$ cat config.mk
export PLATFORM = sky130hd
export DESIGN_NAME = prbs_par_gen
export DESIGN_NICKNAME = d
export VERILOG_FILES = /design/src/rtl/prbs_pkg.sv /design/src/rtl/prbs_seed_guard.sv /design/src/rtl/prbs_jump_net.sv /design/src/rtl/prbs_word_taps.sv /design/src/rtl/prbs_par_gen.sv
export SDC_FILE = /design/constraint.sdc
export NUM_CORES = 1
export LEC_CHECK = 0
export BUFFER_PORTS_ARGS = -buffer_cell sky130_fd_sc_hd__buf_2
export CAP_MARGIN = 20
export CORE_AREA = 4 4 41 43
export CTS_CLUSTER_SIZE = 14
export DETAILED_ROUTE_END_ITERATION = 8
export DIE_AREA = 0 0 45 47
export SYNTH_ARGS = -nofsm -noshare
export SYNTH_HDL_FRONTEND = slang
export SYNTH_SLANG_ARGS = --single-unit
$ cat constraint.sdc
create_clock -name clk -period 1.08 [get_ports clk]
set_input_delay 0.054 -clock clk [delete_from_list [all_inputs] [get_ports clk]]
set_output_delay 0.054 -clock clk [all_outputs]
set_load 0.02 [all_outputs]
$ cat src/rtl/prbs_pkg.sv
// Package: shared types for the parallel PRBS generator.
// Assumes: nothing beyond IEEE 1800-2017.
package prbs_pkg;

    // Kind of feedback gate closing the serial shift register
    typedef enum logic {
        FB_XOR  = 1'b0,
        FB_XNOR = 1'b1
    } fb_kind_e;

endpackage

$ cat src/rtl/prbs_seed_guard.sv
// Module: prbs_seed_guard
// Swaps a seed that equals the lock-up value for its inverse, which
// always sits on the maximal-length orbit.
// Assumes: N >= 2; FB_KIND picks which value locks up.
module prbs_seed_guard #(
    parameter int                 N       = 4,
    parameter prbs_pkg::fb_kind_e FB_KIND = prbs_pkg::FB_XOR
) (
    input  logic [N-1:0] seed_in,
    output logic [N-1:0] seed_out
);
    localparam logic [N-1:0] LOCK = (FB_KIND == prbs_pkg::FB_XNOR) ? {N{1'b1}} : {N{1'b0}};
    localparam logic [N-1:0] SAFE = ~LOCK;

    // replace the lock-up value, pass any other seed through
    always_comb begin
        seed_out = (seed_in == LOCK) ? SAFE : seed_in;
    end
endmodule

$ cat src/rtl/prbs_jump_net.sv
// Module: prbs_jump_net
// Next-state logic that jumps M serial steps in one go. At elaboration,
// each state bit is followed symbolically through M shifts as a set of
// GF(2) coefficients over the present state plus a constant term. Each
// row then becomes one XOR tree.
// Assumes: bit i = stage i+1, feedback enters bit 0, TAPS marks stages.
module prbs_jump_net #(
    parameter int                 N       = 4,
    parameter int                 M       = 2,
    parameter logic [N-1:0]       TAPS    = 4'b1100,
    parameter prbs_pkg::fb_kind_e FB_KIND = prbs_pkg::FB_XOR
) (
    input  logic [N-1:0] state,
    output logic [N-1:0] next
);
    localparam int W = N + 1;   // coefficients plus constant term

    // symbolic state after M serial steps
    function automatic logic [N-1:0][W-1:0] jump_rows();
        logic [N-1:0][W-1:0] cur;
        logic [N-1:0][W-1:0] nxt;
        logic [W-1:0]        fb;
        for (int i = 0; i < N; i++) begin
            cur[i]    = '0;
            cur[i][i] = 1'b1;
        end
        for (int s = 0; s < M; s++) begin
            fb = '0;
            fb[N] = (FB_KIND == prbs_pkg::FB_XNOR);
            for (int j = 0; j < N; j++) begin
                if (TAPS[j]) fb = fb ^ cur[j];
            end
            nxt[0] = fb;
            for (int i = 1; i < N; i++) nxt[i] = cur[i-1];
            cur = nxt;
        end
        return cur;
    endfunction

    localparam logic [N-1:0][W-1:0] ROWS = jump_rows();

    for (genvar g = 0; g < N; g++) begin : g_bit
        // one XOR tree per state bit
        assign next[g] = (^(state & ROWS[g][N-1:0])) ^ ROWS[g][N];
    end
endmodule

$ cat src/rtl/prbs_word_taps.sv
// Module: prbs_word_taps
// Output word logic. Bit k is the serial output (top stage) k serial
// steps after the present state, written as an XOR of state bits plus
// a constant. The rows are worked out at elaboration.
// Assumes: same state convention as prbs_jump_net; bit 0 is sent first.
module prbs_word_taps #(
    parameter int                 N       = 4,
    parameter int                 M       = 2,
    parameter logic [N-1:0]       TAPS    = 4'b1100,
    parameter prbs_pkg::fb_kind_e FB_KIND = prbs_pkg::FB_XOR
) (
    input  logic [N-1:0] state,
    output logic [M-1:0] word
);
    localparam int W = N + 1;

    // serial output rows for look-ahead 0..M-1
    function automatic logic [M-1:0][W-1:0] out_rows();
        logic [N-1:0][W-1:0] cur;
        logic [N-1:0][W-1:0] nxt;
        logic [M-1:0][W-1:0] rows;
        logic [W-1:0]        fb;
        for (int i = 0; i < N; i++) begin
            cur[i]    = '0;
            cur[i][i] = 1'b1;
        end
        for (int k = 0; k < M; k++) begin
            rows[k] = cur[N-1];
            fb = '0;
            fb[N] = (FB_KIND == prbs_pkg::FB_XNOR);
            for (int j = 0; j < N; j++) begin
                if (TAPS[j]) fb = fb ^ cur[j];
            end
            nxt[0] = fb;
            for (int i = 1; i < N; i++) nxt[i] = cur[i-1];
            cur = nxt;
        end
        return rows;
    endfunction

    localparam logic [M-1:0][W-1:0] ROWS = out_rows();

    for (genvar k = 0; k < M; k++) begin : g_out
        // one XOR tree per output bit
        assign word[k] = (^(state & ROWS[k][N-1:0])) ^ ROWS[k][N];
    end
endmodule

$ cat src/rtl/prbs_par_gen.sv
// Module: prbs_par_gen (top)
// Parallel PRBS generator: an N-bit state register that moves M serial
// steps per clock. It emits M bits per clock in send order (bit 0
// first). Priority is reset, then load, then enable.
// Assumes: TAPS gives a maximal-length polynomial; RST_SEED is any value
// (a lock-up reset seed is guarded the same way as a loaded one).
module prbs_par_gen #(
    parameter int                 N        = 4,
    parameter int                 M        = 2,
    parameter logic [N-1:0]       TAPS     = 4'b1100,
    parameter prbs_pkg::fb_kind_e FB_KIND  = prbs_pkg::FB_XOR,
    parameter logic [N-1:0]       RST_SEED = {N{1'b1}}
) (
    input  logic         clk,
    input  logic         rst_n,
    input  logic         en,
    input  logic         load,
    input  logic [N-1:0] seed,
    output logic [M-1:0] word
);
    localparam logic [N-1:0] LOCK      = (FB_KIND == prbs_pkg::FB_XNOR) ? {N{1'b1}} : {N{1'b0}};
    localparam logic [N-1:0] RST_STATE = (RST_SEED == LOCK) ? ~LOCK : RST_SEED;

    logic [N-1:0] state_q;
    logic [N-1:0] jump_d;
    logic [N-1:0] seed_ok;

    prbs_seed_guard #(.N(N), .FB_KIND(FB_KIND)) u_guard (
        .seed_in  (seed),
        .seed_out (seed_ok)
    );

    prbs_jump_net #(.N(N), .M(M), .TAPS(TAPS), .FB_KIND(FB_KIND)) u_jump (
        .state (state_q),
        .next  (jump_d)
    );

    prbs_word_taps #(.N(N), .M(M), .TAPS(TAPS), .FB_KIND(FB_KIND)) u_taps (
        .state (state_q),
        .word  (word)
    );

    // state register: reset, then seed load, then M-step advance
    always_ff @(posedge clk) begin
        if (!rst_n)    state_q <= RST_STATE;
        else if (load) state_q <= seed_ok;
        else if (en)   state_q <= jump_d;
    end
endmodule

# Yosys cells after proc, flatten, opt, wreduce, memory -nomap -nowiden
# Index checks and enable logic that the tools add are counted.
# word_totals
regBits	4
out_inout_bits	2
inputBits	8
wordCells	12
# op_classes
n_reduce_logical	8
mux	3
# ops
operator	n
$reduce_xor A4 Y1	6
$mux W4	3
$logic_not A4 Y1	1
$reduce_bool A2 Y1	1

# Logic depth before layout (Yosys ltp)
# Gate-level depths: netlist of run 1.
# depth
word_depth	3
ltp_mapped	3
ltp_nobuf	3

# Cells and area by module
# From an unflattened synthesis of run 1, not the netlist that was laid out.
# hier_totals
cells_unflattened	30
hier_area_um2	275.3
# by_module_without_submodules
module	cells_per_inst	area_each_um2	seq_area_each_um2	instances
prbs_par_gen	18	185.2	80.1	1
prbs_seed_guard	6	42.5	0.0	1
prbs_jump_net	4	32.5	0.0	1
prbs_word_taps	2	15.0	0.0	1

# Least setup slack after synthesis of run 1
# OpenSTA, ideal clock, no wires.
# synth_path
path_kind	flip-flop to flip-flop
start	register state_q[2]
end	register state_q[1]
arrival_time_ns	0.897
path_stages_with_launch	4
setup_ns	0.116
synth_period_minus_slack_ns	1.012
n_path_buf	0
slack_ns	0.068
t_required_ns	0.964
path_cell_list	dfxtp_1 -> xnor2_1 -> a21oi_1 -> o22a_2
# synth_between
elab_chain_cells	3
# synth_lines
element	line	text
start, declared	prbs_par_gen.sv:24	logic [N-1:0] state_q;
start signal, assigned	prbs_par_gen.sv:46	else if (load) state_q <= seed_ok;
start signal, assigned	prbs_par_gen.sv:47	else if (en) state_q <= jump_d;
$reduce_xor A4 Y1	prbs_jump_net.sv:44	assign next[g] = (^(state & ROWS[g][N-1:0])) ^ ROWS[g][N];
$mux W4	prbs_par_gen.sv:47	
$mux W4	prbs_par_gen.sv:46	
# No other way between the ends. The select of a mux whose other input is x is not followed.
# A chain may end at the register's enable or synchronous reset.

==> metrics.txt, run 1 <==
GR Util All Layers=0.0688; sequential area share after synthesis=0.370; Clock Latency Late Sink=230 ps; CTS sink cnt=4; Worst setup EP type=register; Max Root-Sink Buffers=2; max-capacitance violation count=0; Final Hold Viols=0; grt ovf=0; crit share post-route=0.873; antenna cells=0; CTS buffer count=3; CP Class=register to register; root buffer cell=clkbuf_4; Req. time, crit path=1190 ps; crit path DAT=1050 ps; share of layout cells above drive strength 1=0.378; die width=45 um; Initial DRC Count=1; Die Y=47 um; HPWL Detailed=436 um; net count after synthesis=33; Final #Nets=47; vias in the first global route=222; Clock Skews=3.54 ps; Routed Antenna Nets=0; hold slack=38.0 ps; min-delay worst type=input pin to register; Initial DRT Pass Iterations=2; Final Wtd Congestion=0.713; Final Setup Violations=0; status=finished clean; Fmax=1060 MHz; Setup crit start kind=register; syn avg cell area=8.66 um2; Final TNS setup=0 ps; r2r setup slk=140 ps; yosys warns=0; FF-to-FF End=state_q[2]; H-Tree Level Count=1; hold_buf cts=0; DR vias=230; Leak=0.113 nW; initial antenna violation count=0; number of flip-flops in the largest register=4; Slew Viols, Final=0; mapped cell area=216 um2; CTS tree=built; Biggest register=state_q; Synth-to-Final Area Change=39.9%; worst r2r path cells=3; power density over the cells=1420 nW/um2; Routed WL per cell=10.5 um; Top Registers=state_q x4; number of post-CTS setup repair buffers=0; Remaining DRCs=0; full die area=2120 um2; Reg-to-Reg Start=state_q[2]; initial cell density of the core=0.166; post-cts sizing count=0; Slew headroom=0.854; CP max FO=4; flops & latches, synth=4; post-synthesis cell count=25; pin count of the biggest net entering global routing=9; Core Region=1300 um2; # rows=13; first-pass GRT wire length=862 um; crit path from=state_q[2]; via density per instance=4.42; IO buf count=9; Unique masters post-synth=13; RSZ-0062 raised after global routing=false; Clk pin slew, worst setup/hold paths=30 ps; worst vdd ir=0.000352 V; Period minus WS final=943 ps; # IOs=10; Slew @ Worst Pin=218 ps; Detailed Route WL=546 um; most frequent cells in the layout=9 x buf_2, 4 x dfxtp_1, 3 x clkbuf_4; commonest non-fill, non-tap cell in the layout=buf_2; Worst Setup EP=state_q[2]
## synth_stat cells
master | instances | share of area
nand3_1 | 1 | 0.023
nor3_1 | 2 | 0.046
o21ai_0 | 2 | 0.046
o22a_2 | 2 | 0.092
nor2_1 | 2 | 0.035
a21oi_1 | 2 | 0.046
a211oi_1 | 2 | 0.069
dfxtp_1 | 4 | 0.37
nor3b_1 | 2 | 0.069
nor2b_1 | 2 | 0.058
nand2b_1 | 1 | 0.029
xnor2_1 | 2 | 0.081
or4_1 | 1 | 0.035
## worst min path at each step
stage          start         end  slack (ps)  cells past startpoint
2_1_floorplan  rst_n  state_q[2]         130                      1
3_3_place_gp   rst_n  state_q[3]         280                      2
3_5_place_dp   rst_n  state_q[2]         280                      2
4_1_cts        rst_n  state_q[2]          30                      2
5_1_grt        rst_n  state_q[2]          30                      2
6_report       rst_n  state_q[2]          40                      2
## power breakdown
group	internal (W)	total, W	switching (W)	leakage, nW
Clock	0.000124	0.000182	0.0000582	0.0138
Sequential	0.000160	0.000169	0.00000900	0.0333
Combinational	0.0000397	0.0000784	0.0000387	0.0664
Total	0.000324	0.000430	0.000106	0.113
## metal layers
layer / wire, um / vias to the layer above / global-route usage
met1: 214 / 96 / 0.0456
met3: 69 / 4 / 0.0383
met2: 221 / 12 / 0.0932
met5: 0 / - / 0
met4: 40 / 0 / 0.140
li1: - / 118 / -
## critical path, cell delays in order, from the launching register on
cell and delay (ps):
dfxtp_1 330, nor2b_1 140, a211oi_1 230, o21ai_0 110
## cells by family (layout without fill, tap and decap cells)
| group | Yosys count | count (layout) | share of synthesized area |
|---|---|---|---|
| AOI/OAI and AO/OA | 8 | 8 | 0.254 |
| xor gates and xnor gates | 2 | 2 | 0.0809 |
| buffers and inverters | 0 | 12 | 0 |
| DFF | 4 | 4 | 0.370 |
| and+or+nand+nor | 11 | 11 | 0.295 |
## area by class of cell
type                            instances  area [um2]
Fill cell                             156         998
Tap cell                               15        18.8
Multi-Input combinational cell         21         136
Clock buffer                            3        22.5
Timing Repair Buffer                    9        45.0
Sequential cell                         4        80.1
## stage by stage
stage	worst slack [ps]	power, W	instances	utilization	area (um2)
detailed placement	66.2	0.000251	49	0.215	280
CTS	135	0.000439	52	0.233	303
floorplan	67.8	0.000215	25	-	216
global placement	91.2	0.000249	49	0.215	280
finish	137	0.000430	52	0.233	303
global route	87.7	0.000454	52	0.233	303
Power figures use the tool's default switching activity.
==> run 2, diff against run 1 <==
SETUP_SLACK_MARGIN = 0.4   (was default)
==> run 2 against run 1 <==
Net effect:
- combinational power is 17% higher
- global-route usage is 0.24 points higher
- via count rose by 3.5%
- first-iteration DRC count grew 100%
- flip-flop and latch count unchanged
- maximum frequency rose by 6.6%
- worst setup slack better by 58 ps
- critical path depth unchanged
- clock power about the same
- non-clock buffer count unchanged
- final cell count is the same
- register-to-register slack better by 60 ps
- critical path type unchanged
==> metrics.txt, run 2 (same netlist as run 1, synthesis figures left out) <==
status=finished clean; Routed Antenna Nets=0; crit share post-route=0.819; CTS tree=built; hold_buf cts=0; Final Hold Viols=0; Initial DRT Pass Iterations=4; GR Util All Layers=0.0711; Slew @ Worst Pin=182 ps; crit path DAT=1010 ps; pin count of the biggest net entering global routing=9; Remaining DRCs=0; Filler cells=151; Leak=0.129 nW; commonest non-fill, non-tap cell in the layout=buf_2; Initial DRC Count=2; first-pass GRT wire length=910 um; DR vias=238; slowest CP cell=dfxtp_4; root buffer cell=clkbuf_4; final core occ=0.263; Die Y=47 um; Clk pin slew, worst setup/hold paths=40 ps; Max Root-Sink Buffers=2; Comb pwr share=0.205; Sw Share=0.251; CP max FO=4; share of layout cells above drive strength 1=0.568; CTS buffer count=3; number of flip-flops in the largest register=4; full die area=2120 um2; dpl cells=49; Period minus WS final=885 ps; Synth-to-Final Area Change=58.4%; vias in the first global route=221; Final TNS setup=0 ps; Final Wtd Congestion=0.662; Sequential Area=88.8 um2; Core Region=1300 um2; Multi-input gate area=161 um2; power density over the cells=1300 nW/um2; Pint=0.000335 W; max-capacitance violation count=0; min-delay worst type=input pin to register; crit-path cells=xnor2_2 -> a21oi_1 -> o22a_2; Layout Cells excl Fill=52; die width=45 um; Worst setup EP type=register; slowest stage delay, CP=370 ps; Final #Nets=47; Switching Power=0.000112 W; Routed WL per cell=10.1 um; Biggest register=state_q; Slew headroom=0.878; Final Setup Violations=0; H-Tree Level Count=1; delay-heaviest family, CP=flip-flops; Fmax=1130 MHz; CTS sink cnt=4; number of post-CTS setup repair buffers=0; RSZ-0062 raised after global routing=true; initial cell density of the core=0.166; Setup crit start kind=register; CP Class=register to register; via density per instance=4.58; worst vdd ir=0.000472 V; hold slack=32.7 ps; Clock Latency Late Sink=230 ps; grt ovf=0; Detailed Route WL=525 um; # rows=13; clock network fraction of total power=0.405; Slew Viols, Final=0; antenna cells=0; sequential power share=0.389; most frequent cells in the layout=8 x buf_2, 3 x clkbuf_4; IO buf count=9; # IOs=10; initial antenna violation count=0; Req. time, crit path=1200 ps; r2r setup slk=200 ps; Top Registers=state_q x4; Clock Skews=0.688 ps; CP Buf/Inv Count=0
-- run 2: final timing paths --
| kind | from | endpoint | cells after the start |
|---|---|---|---|
| setup / recovery | state_q[2] | state_q[1] | 3 |
| hold / removal | rst_n | state_q[2] | 2 |
| setup reg to reg | state_q[2] | state_q[1] | 3 |
| hold reg to reg | state_q[0] | state_q[2] | 2 |
-- run 2: per-stage QoR --
stage | setup WS, ps | power [W] | area [um2]
floorplan | 197 | 0.000215 | 224
detailed placement | 92.8 | 0.000250 | 288
CTS | 205 | 0.000448 | 329
global placement | 89.8 | 0.000249 | 288
global route | 161 | 0.000496 | 343
finish | 195 | 0.000447 | 343
-- run 2: final cells by class --
cell class / count / area share
multi-input combinational: 21 / 0.471
tap: 15 / 0.0547
timing repair buffer: 9 / 0.150
clock buffer: 3 / 0.0657
sequential: 4 / 0.259
-- run 2: repair_timing --
item | in CTS | in global routing
hold endpoints to repair | 0 | 0
setup endpoints to repair | 6 | 6
gates resized for setup | 4 | 3
pin swaps | 0 | 1
-- run 2: layer usage --
metal	global-route usage	wire length (um)	up-vias
met1	0.0729	222	103
met3	0.0268	54	2
met4	0.123	19	0
met2	0.0847	228	14
met5	0	0	-
li1	-	-	119
-- run 2: power groups by stage --
stage	Clock [W]	Sequential, W	Combinational [W]
floorplan	0	0.000176	0.0000393
global placement	0	0.000170	0.0000785
detailed placement	0	0.000171	0.0000792
CTS	0.000190	0.000172	0.0000870
global route	0.000218	0.000176	0.000102
finish	0.000181	0.000174	0.0000919
==> run 3, diff against run 2 <==
clock period = 0.9 ns   (was 1.08 ns; I/O delays follow)
==> run 3 against run 2 <==
Net effect:
- die area stayed put
- global-route usage is 0.24 points lower
- worst setup slack worse by 190 ps
- flip-flop and latch count stayed put
- hold slack worse by 0.58 ps
- power is 22% higher
- wire length is 8.4% higher
- cell area is 5.1% higher
- core utilization is 1.3 points higher
- register-to-register slack worse by 190 ps
- critical path depth stayed put
- combinational power is 31% higher
- largest power group unchanged
==> metrics.txt, run 3 (same netlist as run 1, synthesis figures left out) <==
CP Class=register to register; Fmax=1120 MHz; Layout Cell Area excl Fill=360 um2; Req. time, crit path=1020 ps; Period minus WS final=893 ps; Routed WL per cell=10.2 um; worst setup margin=7.34 ps; crit path DAT=1010 ps; met3 WL post-DR=50 um; antenna cells=0; pin count of the biggest net entering global routing=9; hold_buf cts=0; Core Region=1300 um2; number of flip-flops in the largest register=4; GR Util All Layers=0.0687; max-capacitance violation count=0; Sequential Area=87.6 um2; Clock Skews=4.59 ps; Worst setup EP type=register; Clk pin slew, worst setup/hold paths=40 ps; via density per instance=4.23; CTS tree=built; commonest non-fill, non-tap cell in the layout=buf_2; power density over the cells=1520 nW/um2; slowest CP cell=dfxtp_4; Detailed Route WL=569 um; crit-path cells=xnor2_2 -> a21oi_1 -> o22a_2; root buffer cell=clkbuf_4; H-Tree Level Count=1; grt ovf=0; # IOs=10; Synth-to-Final Area Change=66.5%; CTS buffer count=3; crit share post-route=0.992; Initial DRT Pass Iterations=3; Biggest register=state_q; Top Registers=state_q x4; first-pass GRT wire length=917 um; Clock Latency Late Sink=240 ps; worst vdd ir=0.000532 V; Final Wtd Congestion=0.666; # rows=13; RSZ-0062 raised after global routing=true; HPWL Detailed=425 um; Layout Cells excl Fill=56; delay-heaviest family, CP=flip-flops; status=finished clean; initial cell density of the core=0.166; M1 wire length=239 um; min-delay worst type=input pin to register; Final Hold Viols=0; Multi-input gate area=144 um2; dpl cells=52; DR vias=237; die width=45 um; Filler cells=159; final total power=0.000546 W; CTS sink cnt=4; Setup crit start kind=register; Met2 Wirelength=280 um; Max Root-Sink Buffers=2; Slew headroom=0.858; Slew @ Worst Pin=212 ps; initial antenna violation count=0; CP max FO=3; slowest stage delay, CP=350 ps; full die area=2120 um2; DP Area=310 um2; IO buf count=9; Final Setup Violations=0; Initial DRC Count=4; Slew Viols, Final=0; Leak=0.144 nW; Remaining DRCs=0; Place WS=-70.5 ps; CP Buf/Inv Count=0; Top Layer Used=met3; most frequent cells in the layout=7 x buf_2, 4 x buf_4, 3 x clkbuf_4; Die Y=47 um; Routed Antenna Nets=0; Final #Nets=51; share of layout cells above drive strength 1=0.512; vias in the first global route=228
## run 3: cell types whose count changed in the layout (fill, tap and decap cells not counted), sizes merged
| cell | change |
|---|---|
| buf | +4 |
## run 3: worst reg2reg max path, stage by stage (launching register included)
cell and delay (ps):
dfxtp_4 350, xnor2_2 140, a21oi_1 80, o22a_2 220
## run 3: where the power goes
group          internal [W]  switching, W  total (W)
Sequential         0.000191     0.0000145   0.000206
Clock              0.000149     0.0000713   0.000220
Combinational     0.0000701     0.0000504   0.000120
Total              0.000410      0.000136   0.000546
## run 3: per-stage QoR
step / util / setup TNS (ps) / hold WS, ps
after floorplan: - / 0 / 124
after global placement: 0.238 / -142 / 268
after detailed placement: 0.238 / -127 / 274
after CTS: 0.261 / 0 / 26.3
after global routing: 0.277 / -30.9 / 47.7
final: 0.277 / 0 / 32.1
## run 3: repair_timing
action,CTS,global route
setup buffers,0,1
gates resized for setup,2,3
setup endpoints to repair,6,6
pin swaps,0,0
## run 3: final cells by class
cell class | instances | area share
multi-input combinational | 21 | 0.399
sequential | 4 | 0.243
timing repair buffer | 13 | 0.243
clock buffer | 3 | 0.0625
tap | 15 | 0.0521
## run 3: layer usage
layer  up-vias  global-route usage
met1       102              0.0705
met4         0               0.105
met3         0              0.0307
met5         -                   0
li1        127                   -
met2         8              0.0847
## run 3: final timing paths
| check | start | depth (start not counted) | slack, ps | end |
|---|---|---|---|---|
| max | state_q[3] | 3 | 7 | state_q[1] |
| min | rst_n | 2 | 30 | state_q[3] |
| max reg2reg | state_q[3] | 3 | 7 | state_q[1] |
| min reg2reg | state_q[0] | 2 | 530 | state_q[2] |
